[src/rtl/audio_rx_pkg.sv]
// Shared constants and helpers for the multi-channel audio serial receiver.
// Assumes the single-line layout fits a 128-bit frame (six 20-bit slots).
package audio_rx_pkg;

    localparam logic [1:0] MODE_MASTER = 2'b01;
    localparam int unsigned SL_HALF    = 64;   // half length in single-line mode
    localparam int unsigned HALF_W     = 7;    // width of a half-frame length

    // Bits per half frame from ratio select; single-line forces 128 per frame.
    function automatic logic [HALF_W-1:0] half_of(input logic [1:0] ratio,
                                                  input logic       single);
        logic [HALF_W-1:0] h;
        if (single) begin
            h = HALF_W'(SL_HALF);
        end else begin
            case (ratio)
                2'b00:   h = 7'd16;
                2'b01:   h = 7'd24;
                2'b10:   h = 7'd32;
                default: h = 7'd64;
            endcase
        end
        return h;
    endfunction

endpackage

[src/rtl/ars_clkgen.sv]
// Master-mode clock generator: divides clk into a bit clock and a frame clock.
// The bit clock toggles every DIV cycles; the frame clock toggles together with
// a non-sampling bit-clock edge once every half_len bits. Held idle when not enabled.
module ars_clkgen #(
    parameter int unsigned DIV    = 3,
    parameter int unsigned HALF_W = 7
) (
    input  logic              clk,
    input  logic              rst_n,
    input  logic              en,
    input  logic              edge_sel,
    input  logic [HALF_W-1:0] half_len,
    output logic              bclk_o,
    output logic              lrck_o
);
    localparam int unsigned DW = $clog2(DIV) + 1;

    logic [DW-1:0]     div_cnt;
    logic [HALF_W-1:0] bit_cnt;

    // Divider, bit counter and frame clock toggling.
    always_ff @(posedge clk) begin
        if (!rst_n || !en) begin
            div_cnt <= '0;
            bclk_o  <= edge_sel;
            bit_cnt <= '0;
            lrck_o  <= 1'b1;
        end else if (div_cnt == DW'(DIV - 1)) begin
            div_cnt <= '0;
            bclk_o  <= ~bclk_o;
            if (bclk_o != edge_sel) begin
                if (bit_cnt == half_len - 1'b1) begin
                    bit_cnt <= '0;
                    lrck_o  <= ~lrck_o;
                end else begin
                    bit_cnt <= bit_cnt + 1'b1;
                end
            end
        end else begin
            div_cnt <= div_cnt + 1'b1;
        end
    end

endmodule

[src/rtl/ars_front.sv]
// Input front end: selects pin or generated clocks, synchronizes clocks and data
// into clk with two flops, and emits one strobe per sampling bit-clock edge.
// Assumes each bit-clock level lasts at least two clk cycles.
module ars_front #(
    parameter int unsigned NLINE = 3
) (
    input  logic             clk,
    input  logic             rst_n,
    input  logic             master,
    input  logic             edge_sel,
    input  logic             bclk_pin,
    input  logic             lrck_pin,
    input  logic [NLINE-1:0] sd_pin,
    input  logic             bclk_gen,
    input  logic             lrck_gen,
    output logic             bit_stb,
    output logic             bit_lr,
    output logic [NLINE-1:0] bit_d
);
    localparam int unsigned SW = NLINE + 2;

    logic [SW-1:0] raw, s1, s2;
    logic          b_prev;

    // Choose the clock source for the current role.
    always_comb begin
        raw = {master ? bclk_gen : bclk_pin, master ? lrck_gen : lrck_pin, sd_pin};
    end

    // Two-stage synchronizer and previous bit-clock level.
    always_ff @(posedge clk) begin
        if (!rst_n) begin
            s1     <= '0;
            s2     <= '0;
            b_prev <= 1'b0;
        end else begin
            s1     <= raw;
            s2     <= s1;
            b_prev <= s2[SW-1];
        end
    end

    // Edge select and sampled bit outputs.
    always_comb begin
        bit_stb = edge_sel ? (!s2[SW-1] && b_prev) : (s2[SW-1] && !b_prev);
        bit_lr  = s2[SW-2];
        bit_d   = s2[NLINE-1:0];
    end

endmodule

[src/rtl/ars_framer.sv]
// Frame tracker: counts bits per half, checks each half against half_len, flags
// loss of sync and decides when a completed frame may be published (second
// consecutive correct frame onwards). Assumes bit_stb is a single-cycle pulse.
module ars_framer #(
    parameter int unsigned CNT_W  = 8,
    parameter int unsigned HALF_W = 7
) (
    input  logic              clk,
    input  logic              rst_n,
    input  logic              bit_stb,
    input  logic              bit_lr,
    input  logic [HALF_W-1:0] half_len,
    output logic              wr_en,
    output logic              wr_right,
    output logic [CNT_W-1:0]  wr_idx,
    output logic              frame_start,
    output logic              publish,
    output logic              dp_clear,
    output logic              sync_err
);
    logic             seen, lr_prev, have_ref, frame_good;
    logic [CNT_W-1:0] cnt;
    logic [1:0]       good_cnt;
    logic             trans, cnt_ok, err_short, err_long, complete;

    // Event decode for the bit arriving this cycle.
    always_comb begin
        trans       = bit_stb && seen && (bit_lr != lr_prev);
        cnt_ok      = (cnt == CNT_W'(half_len));
        err_short   = trans && have_ref && !cnt_ok;
        err_long    = bit_stb && !trans && have_ref && cnt_ok;
        complete    = trans && !bit_lr && have_ref && cnt_ok && frame_good;
        publish     = complete && (good_cnt != 2'd0);
        dp_clear    = err_short || err_long;
        frame_start = trans && !bit_lr;
        wr_en       = bit_stb && !err_long;
        wr_right    = bit_lr;
        wr_idx      = trans ? '0 : cnt;
    end

    // Bit counting, reference and frame tracking state.
    always_ff @(posedge clk) begin
        if (!rst_n) begin
            seen       <= 1'b0;
            lr_prev    <= 1'b0;
            have_ref   <= 1'b0;
            frame_good <= 1'b0;
            cnt        <= '0;
        end else if (bit_stb) begin
            seen    <= 1'b1;
            lr_prev <= bit_lr;
            if (trans) begin
                cnt      <= CNT_W'(1);
                have_ref <= 1'b1;
                if (!bit_lr)
                    frame_good <= 1'b1;
                else if (err_short)
                    frame_good <= 1'b0;
            end else if (err_long) begin
                have_ref   <= 1'b0;
                frame_good <= 1'b0;
                cnt        <= (cnt != '1) ? cnt + 1'b1 : cnt;
            end else begin
                cnt <= (cnt != '1) ? cnt + 1'b1 : cnt;
            end
        end
    end

    // Consecutive-good-frame counter and error pulse.
    always_ff @(posedge clk) begin
        if (!rst_n) begin
            good_cnt <= 2'd0;
            sync_err <= 1'b0;
        end else begin
            sync_err <= dp_clear;
            if (dp_clear)
                good_cnt <= 2'd0;
            else if (complete)
                good_cnt <= (good_cnt == 2'd0) ? 2'd1 : 2'd2;
        end
    end

endmodule

[src/rtl/ars_unpack.sv]
// Channel unpacker: steers each received bit into its channel accumulator
// (multi-line pairs or single-line 20-bit slots), and copies all accumulators
// to the outputs on publish. A data-path clear zeroes accumulators and outputs.
module ars_unpack #(
    parameter int unsigned WORD_W = 20,
    parameter int unsigned NLINE  = 3,
    parameter int unsigned CNT_W  = 8,
    parameter int unsigned HALF_W = 7
) (
    input  logic                      clk,
    input  logic                      rst_n,
    input  logic                      single,
    input  logic [HALF_W-1:0]         half_len,
    input  logic                      wr_en,
    input  logic                      wr_right,
    input  logic [CNT_W-1:0]          wr_idx,
    input  logic [NLINE-1:0]          din,
    input  logic                      frame_start,
    input  logic                      publish,
    input  logic                      dp_clear,
    output logic [2*NLINE*WORD_W-1:0] dac_data,
    output logic                      frame_valid
);
    import audio_rx_pkg::*;

    localparam int unsigned NCH = 2 * NLINE;
    localparam int unsigned BW  = $clog2(WORD_W);

    logic             in_half;
    logic [CNT_W-1:0] pos;

    // Position of the bit within a single-line frame.
    always_comb begin
        in_half = (wr_idx < CNT_W'(SL_HALF));
        pos     = CNT_W'({wr_right, wr_idx[5:0]});
    end

    for (genvar ch = 0; ch < NCH; ch++) begin : g_ch
        localparam int unsigned   LINE = ch / 2;
        localparam logic          SIDE = 1'(ch % 2);
        localparam logic [CNT_W-1:0] LO = CNT_W'(ch * WORD_W);
        localparam logic [CNT_W-1:0] HI = CNT_W'((ch + 1) * WORD_W);

        logic [WORD_W-1:0] acc_q, acc_d, out_q;
        logic              hit;
        logic [BW-1:0]     bpos;
        logic [CNT_W-1:0]  off;
        logic              bit_v;

        // Pick whether this channel takes the current bit, and where.
        always_comb begin
            off = pos - LO;
            if (single) begin
                hit   = wr_en && in_half && (pos >= LO) && (pos < HI);
                bpos  = BW'(WORD_W - 1) - off[BW-1:0];
                bit_v = din[0];
            end else begin
                hit   = wr_en && (wr_right == SIDE) && (wr_idx < CNT_W'(WORD_W))
                        && (wr_idx < CNT_W'(half_len));
                bpos  = BW'(WORD_W - 1) - wr_idx[BW-1:0];
                bit_v = din[LINE];
            end
            acc_d = frame_start ? '0 : acc_q;
            if (hit)
                acc_d[bpos] = bit_v;
        end

        // Accumulator and published word for this channel.
        always_ff @(posedge clk) begin
            if (!rst_n || dp_clear) begin
                acc_q <= '0;
                out_q <= '0;
            end else begin
                acc_q <= acc_d;
                if (publish)
                    out_q <= acc_q;
            end
        end

        assign dac_data[ch*WORD_W +: WORD_W] = out_q;
    end

    // One-cycle strobe alongside the published words.
    always_ff @(posedge clk) begin
        if (!rst_n)
            frame_valid <= 1'b0;
        else
            frame_valid <= publish && !dp_clear;
    end

endmodule

[src/rtl/audio_ser_rx.sv]
// Multi-channel audio serial receiver top. Connects clock generation, input
// synchronization, frame tracking and channel unpacking. Assumes configuration
// inputs are changed only while rst_n is low.
module audio_ser_rx #(
    parameter int unsigned WORD_W  = 20,
    parameter int unsigned NLINE   = 3,
    parameter int unsigned CLK_DIV = 3,
    parameter int unsigned CNT_W   = 8
) (
    input  logic                      clk,
    input  logic                      rst_n,
    input  logic [1:0]                cfg_mode,
    input  logic [1:0]                cfg_ratio,
    input  logic                      cfg_edge,
    input  logic                      cfg_single,
    input  logic                      bclk_in,
    input  logic                      lrck_in,
    input  logic [NLINE-1:0]          sdata_in,
    output logic                      bclk_out,
    output logic                      lrck_out,
    output logic                      clk_oe,
    output logic [2*NLINE*WORD_W-1:0] dac_data,
    output logic                      frame_valid,
    output logic                      sync_err
);
    import audio_rx_pkg::*;

    logic              master;
    logic [HALF_W-1:0] half_len;
    logic              bclk_g, lrck_g;
    logic              bit_stb, bit_lr;
    logic [NLINE-1:0]  bit_d;
    logic              wr_en, wr_right, frame_start, publish, dp_clear;
    logic [CNT_W-1:0]  wr_idx;

    // Role and half-frame length from configuration.
    always_comb begin
        master   = (cfg_mode == MODE_MASTER);
        half_len = half_of(cfg_ratio, cfg_single);
        clk_oe   = master;
        bclk_out = master && bclk_g;
        lrck_out = master && lrck_g;
    end

    ars_clkgen #(.DIV(CLK_DIV), .HALF_W(HALF_W)) u_clkgen (
        .clk(clk), .rst_n(rst_n), .en(master), .edge_sel(cfg_edge),
        .half_len(half_len), .bclk_o(bclk_g), .lrck_o(lrck_g)
    );

    ars_front #(.NLINE(NLINE)) u_front (
        .clk(clk), .rst_n(rst_n), .master(master), .edge_sel(cfg_edge),
        .bclk_pin(bclk_in), .lrck_pin(lrck_in), .sd_pin(sdata_in),
        .bclk_gen(bclk_g), .lrck_gen(lrck_g),
        .bit_stb(bit_stb), .bit_lr(bit_lr), .bit_d(bit_d)
    );

    ars_framer #(.CNT_W(CNT_W), .HALF_W(HALF_W)) u_framer (
        .clk(clk), .rst_n(rst_n), .bit_stb(bit_stb), .bit_lr(bit_lr),
        .half_len(half_len), .wr_en(wr_en), .wr_right(wr_right),
        .wr_idx(wr_idx), .frame_start(frame_start), .publish(publish),
        .dp_clear(dp_clear), .sync_err(sync_err)
    );

    ars_unpack #(.WORD_W(WORD_W), .NLINE(NLINE), .CNT_W(CNT_W),
                 .HALF_W(HALF_W)) u_unpack (
        .clk(clk), .rst_n(rst_n), .single(cfg_single), .half_len(half_len),
        .wr_en(wr_en), .wr_right(wr_right), .wr_idx(wr_idx), .din(bit_d),
        .frame_start(frame_start), .publish(publish), .dp_clear(dp_clear),
        .dac_data(dac_data), .frame_valid(frame_valid)
    );

endmodule


[config.mk]
export PLATFORM = sky130hd
export DESIGN_NAME = audio_ser_rx
export DESIGN_NICKNAME = d
export VERILOG_FILES = /design/src/rtl/audio_rx_pkg.sv /design/src/rtl/ars_clkgen.sv /design/src/rtl/ars_front.sv /design/src/rtl/ars_framer.sv /design/src/rtl/ars_unpack.sv /design/src/rtl/audio_ser_rx.sv
export SDC_FILE = /design/constraint.sdc
export NUM_CORES = 1
export LEC_CHECK = 0
export CAP_MARGIN = 10
export CORE_ASPECT_RATIO = 2
export CORE_MARGIN = 2
export CORE_UTILIZATION = 35
export DETAILED_ROUTE_END_ITERATION = 16
export PLACE_DENSITY = 0.62
export SLEW_MARGIN = 20
export SYNTH_ARGS = -nofsm -noshare
export SYNTH_HDL_FRONTEND = slang
export SYNTH_SLANG_ARGS = --single-unit
[constraint.sdc]
create_clock -name clk -period 5.7 [get_ports clk]
set_clock_uncertainty 0.1 [all_clocks]
set_input_delay 0.57 -clock clk [delete_from_list [all_inputs] [get_ports clk]]
set_output_delay 0.57 -clock clk [all_outputs]
set_load 0.01 [all_outputs]
Word level (Yosys, flattened, before mapping)
Cells that the tools add are included.
{"block": "word_totals", "ff_bits": 279, "inputBits": 13, "word_cells": 211, "output_inout_bits": 125}
{"block": "classes", "muxes": 60, "n_bitwise": 4, "reduce_logical": 68, "eq_ne": 10, "n_lt_le_gt_ge": 27, "n_addsub": 15}
{"cell": "20-bit two-way mux", "n": 12}
{"cell": "20-bit bitwise mux", "n": 6}
{"cell": "1-bit logical AND", "n": 43}
{"cell": "5-bit by 6-bit < comparator with 1-bit output (second input constant)", "n": 6}
{"cell": "1-bit demux with 5-bit select", "n": 6}
{"cell": "5-bit by 1-bit >= comparator with 1-bit output (second input constant)", "n": 6}
{"cell": "5-bit subtractor (first input constant)", "n": 6}
{"cell": "5-bit two-way mux", "n": 5}
{"cell": "1-bit two-way mux", "n": 24}
{"cell": "8-bit two-way mux", "n": 3}
{"cell": "7-bit < comparator (second input constant)", "n": 3}
{"cell": "7-bit one-hot mux with 3 select lines", "n": 1}
{"cell": "5-bit subtractor (second input constant)", "n": 3}
{"cell": "7-bit by 6-bit >= comparator with 1-bit output (second input constant)", "n": 2}
{"cell": "7-bit >= comparator (second input constant)", "n": 2}
{"cell": "7-bit by 6-bit < comparator with 1-bit output (second input constant)", "n": 2}
{"cell": "7-bit two-way mux", "n": 2}
{"cell": "1-bit zero test", "n": 9}
{"cell": "8-bit by 1-bit adder with 8-bit output (second input constant)", "n": 1}
{"cell": "8-bit by 7-bit == test with 1-bit output", "n": 1}
{"cell": "8-bit by 5-bit < comparator with 1-bit output (second input constant)", "n": 1}
{"cell": "8-bit by 7-bit < comparator with 1-bit output", "n": 1}
{"cell": "8-bit by 7-bit < comparator with 1-bit output (second input constant)", "n": 1}
{"cell": "8-bit != test (second input constant)", "n": 1}
{"cell": "22 further kinds", "n": 37}

Longest topological paths before layout
{"block": "depth", "depth_word": 16, "mapped_depth": 17, "depth_no_buf": 12}

Cells and area by module
Synthesis repeated with hierarchy kept, for this count alone.
{"block": "unflattened", "hier_cells": 1236, "area_unflattened_um2": 12020.3}
{"module": "ars_unpack", "cells_per_inst": 1006, "area_each_um2": 9940.8, "n_inst": 1}
{"module": "ars_framer", "cells_per_inst": 103, "area_each_um2": 884.6, "n_inst": 1}
{"module": "ars_clkgen", "cells_per_inst": 88, "area_each_um2": 774.5, "n_inst": 1}
{"module": "ars_front", "cells_per_inst": 31, "area_each_um2": 355.3, "n_inst": 1}
{"module": "audio_ser_rx", "cells_per_inst": 8, "area_each_um2": 65.1, "n_inst": 1}

Least setup slack after synthesis
No wires, ideal clock.
{"block": "synth_path", "path_kind": "input-to-reg", "startpoint": "input port cfg_edge", "endpoint": "register u_unpack.g_ch[3].acc_q[12]", "required_time_ns": 5.464, "path_buffers": 4, "setup_ns": 0.136, "stages": 15, "slack_ns": 1.830, "t_arrival_ns": 3.634, "cell_sequence": "and3b_1 clkbuf_1 o211ai_2 clkbuf_1 clkbuf_1 and2_1 ha_1 nand3_1 o211ai_1 a221oi_2 o22ai_1 clkbuf_1 a211o_1 o311ai_0 o41ai_1"}
{"block": "synth_via", "elab_chain_cells": 14, "word_cells_on_any_way": 39, "cone_classes": "add/sub: 3; order compare: 7; mux: 9; reduce/logical: 20"}
{"item": "from (decl)", "line_no": "audio_ser_rx.sv:14", "source": "input logic cfg_edge,"}
{"item": "1-bit two-way mux *", "line_no": "ars_front.sv:45", "source": "bit_stb = edge_sel ? (!s2[SW-1] && b_prev) : (s2[SW-1] && !b_prev);"}
{"item": "parallel branches: the longest is 13 deep, another holds 5-bit by 6-bit < comparator with 1-bit output"}
{"item": "to (signal assigned)", "line_no": "ars_unpack.sv:71", "source": "acc_q <= '0;"}
{"item": "to (signal assigned)", "line_no": "ars_unpack.sv:74", "source": "acc_q <= acc_d;"}
{"item": "to (decl)", "line_no": "ars_unpack.sv:44", "source": "logic [WORD_W-1:0] acc_q, acc_d, out_q;"}
Every way passes the cells marked *.
A chain may end at the register's enable or synchronous reset.

Worst setup path after layout
{"block": "layout_path", "startpoint": "input port cfg_edge", "endpoint": "register u_unpack.g_ch[3].acc_q[15]"}
Same word-level chain as after synthesis.

==> results.yml <==
status:
  status: "completed"
route:
  drc: 0
  firstDrtPassIters: 5
  wl_per_cell_um: 17.2
  wl_um: 32800
  vias_per_cell: 5.28
  detail-route-antenna-nets: 0
  vias: 10100
  first_iter_violations: 690
floorplanning:
  initial_core_util_pct: 35.5
  rows: 94
  core_area_mm2: 0.0328
  die_y_um: 262
  io_pins: 138
  fp.dieW_um: 133
  dieArea_mm2: 0.0348
cells_and_area:
  syn_to_final_growth_pct: 22.2
  nets: 1481
  nFillCells: 3257
  stdcell_area_mm2: 0.0142
  drive_gt1_share_pct: 5.90
  diodes: 0
pwr:
  pwr_density_cell_mw_per_mm2: 273
  p_total_mw: 3.89
  p_leak_nw: 4.66
  ir_drop_mv: 0.199
yosys:
  ys_seq_area_share_pct: 48.0
  syn_avg_cell_area_um2: 8.46
  async_reset_ff_share_pct: 0
  yosys.area_share.simple_pct: 20.5
  yosysTopAreaCell: "dfxtp_1"
  ys_types: 64
  synth-xor-area-share_pct: 1.80
  netlist_top_cells_area: "dfxtp_1 48%, nand2_1 12%, mux2i_1 6.0%, a21oi_1 5.8%, clkbuf_1 2.4%"
  ys.warnings.count: 0
  synth_cells: 1377
  ys_ff_latch: 279
  synth.top_cell.area_share_pct: 47.8
  synth_fa_ha_area_share_pct: 1.18
  synth_ff_type: "dfxtp_1"
  ys_top_cells_by_count: "358 x nand2_1, 278 x dfxtp_1, 135 x a21oi_1, 76 x clkbuf_1, 70 x mux2i_1"
  synth_top_family_by_area: "simple AND/OR/NAND/NOR gates"
  synth-edff-count: 1
  synth_fp_nets: 1401
  syn_area_mm2: 0.0116
  synth-compound-area-share_pct: 18.0
  yosysMostFrequentCell: "nand2_1"
  synthMuxAreaShare_pct: 6.11
clock_tree:
  ctsHoldBuffers: 0
  cts-root-buf: "clkbuf_16"
  clock_latency_ns: 0.54
  clkTransAtPathRegs_ns: 0.07
  cts_sinks: 279
  cts.htree.levels: 1
  postCtsSetupBuffers: 0
  cts_resized: 0
  cts_made_buffers: 25
  cts_tree: "yes"
  clk_path_buf_depth: 3
sta:
  hold_viol: 0
  timing.final.ws_setup_ns: 1.12
  fmax_ghz: 0.218
  finalSetupViolations: 0
  rsz0062_at_grt: "false"
  finalCriticalPeriod_ns: 4.58
  setup_tns_ns: 0
  slew_headroom_pct: 32.0
  worstMarginPinSlew_ns: 1.01
  post-route-period-util_pct: 80.4
  slew_violations: 0
place:
  post-dp-hpwl_um: 22900
  dpl_worst_slack_ns: 0.595
  place.gp.congestion: 0.940
  dpl_cell_area_mm2: 0.0133
  io_buffers: 137
setup_path:
  arrival_ns: 4.94
  start_kind: "input pin"
  max_stage_delay_ns: 0.53
  crit_type: "in2reg"
  reg2reg_slack_ns: 1.31
  end_kind: "flip-flop"
  crit_top_cell: "nand2b_1"
  crit_family: "compound AO/OA/AOI/OAI gates"
  path_cells: "clkdlybuf4s50_1 -> nor3b_2 -> o211ai_2 -> and2_1 -> inv_1 -> ha_1 -> nand2b_1 -> o211ai_1 -> a221oi_2 -> o22ai_1 -> nand2b_1 -> a2111oi_1 -> mux2i_1"
  crit_required_ns: 6.06
  worstReg2RegEnd: "u_unpack.g_ch[3].acc_q[15]"
  worstPathMaxFanout: 17
  r2r_start: "u_framer.lr_prev"
  worst_path_max_delay_cell: "a2111oi_1"
  path_buf_inv: 2
  r2r_cells: 12
hold_path:
  min_path_type: "reg2reg"
  hold_end: "u_front.s2[3]"
  min_path_cells: 1
  min_from: "u_front.s1[3]"
flow_run:
  max_cap_viol_count: 0
global_routing:
  grt_pass1_wl_um: 52300
  overflow: 0
  grt_pass1_vias: 9688
  grt_max_degree: 121
  antenna_found_initial: 0
  grt_usage_pct: 18.5
## placed cells by master (no fill, tap or decap), drive strengths merged, types with 21 or more instances in the layout
master         Yosys  layout
dfxtp            278     278
nand3             25      25
o311ai            26      26
buf               36      28
mux2i             70      70
o41ai             26      26
nor2              51      51
nand2            358     358
o21ai             25      25
o211ai            37      37
a21oi            136     136
o31ai             35      35
nor4              21      21
clkbuf            76      29
nor3              29      29
clkdlybuf4s50      0     137
## sequential cells by signal, summed over array words and instances, names as in the netlist, 2 cells and up
| register | count |
|---|---|
| u_front.s2 | 5 |
| u_unpack.g_ch.acc_q | 120 |
| u_front.s1 | 5 |
| u_clkgen.div_cnt | 3 |
| u_clkgen.bit_cnt | 7 |
| u_framer.good_cnt | 2 |
| u_unpack.g_ch.out_q | 120 |
| u_framer.cnt | 8 |
## worst max-delay path by stage
stage / end / depth (start not counted) / slack [ns] / start
CTS: u_unpack.g_ch[3].acc_q[15] / 13 / 1.15 / cfg_edge
global route: u_unpack.g_ch[3].acc_q[15] / 13 / 0.76 / cfg_edge
finish: u_unpack.g_ch[3].acc_q[15] / 13 / 1.12 / cfg_edge
global placement: u_unpack.g_ch[3].acc_q[15] / 13 / 0.78 / cfg_edge
floorplan: u_unpack.g_ch[3].acc_q[12] / 15 / 1.83 / cfg_edge
detailed placement: u_unpack.g_ch[3].acc_q[15] / 13 / 0.59 / cfg_edge
## logic make-up after synthesis
family          Yosys count
compound gates          319
fa+ha+maj                11
buf+inv                 124
mux                      71
simple gates            549
flops                   279
xor+xnor                 24
## layer usage
metal	GRT usage, %	routed length [um]	vias up	share of wire [%]
li1	-	-	4998	-
met1	20.7	12700	4749	39
met2	35.0	17500	236	53
met3	1.93	1200	78	3.7
met4	8.27	1330	0	4.0
met5	0	0	-	0
## per-stage QoR
| step | util [%] | hold WS [ns] | instances |
|---|---|---|---|
| after floorplan | - | 0.312 | 1377 |
| after global placement | 40.7 | 0.315 | 1861 |
| after detailed placement | 40.7 | 0.320 | 1861 |
| after CTS | 43.3 | 0.335 | 1906 |
| after global routing | 43.4 | 0.350 | 1907 |
| final | 43.4 | 0.333 | 1907 |
## report_power, final
part	total (mW)	switching, mW	internal [mW]
logic	0.133	0.0960	0.0374
clock network	1.79	0.767	1.03
registers	1.96	0.00434	1.96
## final cells by class
cell class                      instances  area (um^2)  share of cell area [%]
Inverter                               12         45.0                   0.316
Clock inverter                         16          190                    1.34
Timing Repair Buffer                  165         1630                    11.4
Clock buffer                           29          671                    4.71
Tap cell                              432          541                    3.80
Multi-Input combinational cell        974         5570                    39.1
Sequential cell                       279         5600                    39.3
Power figures use the tool's default switching activity.
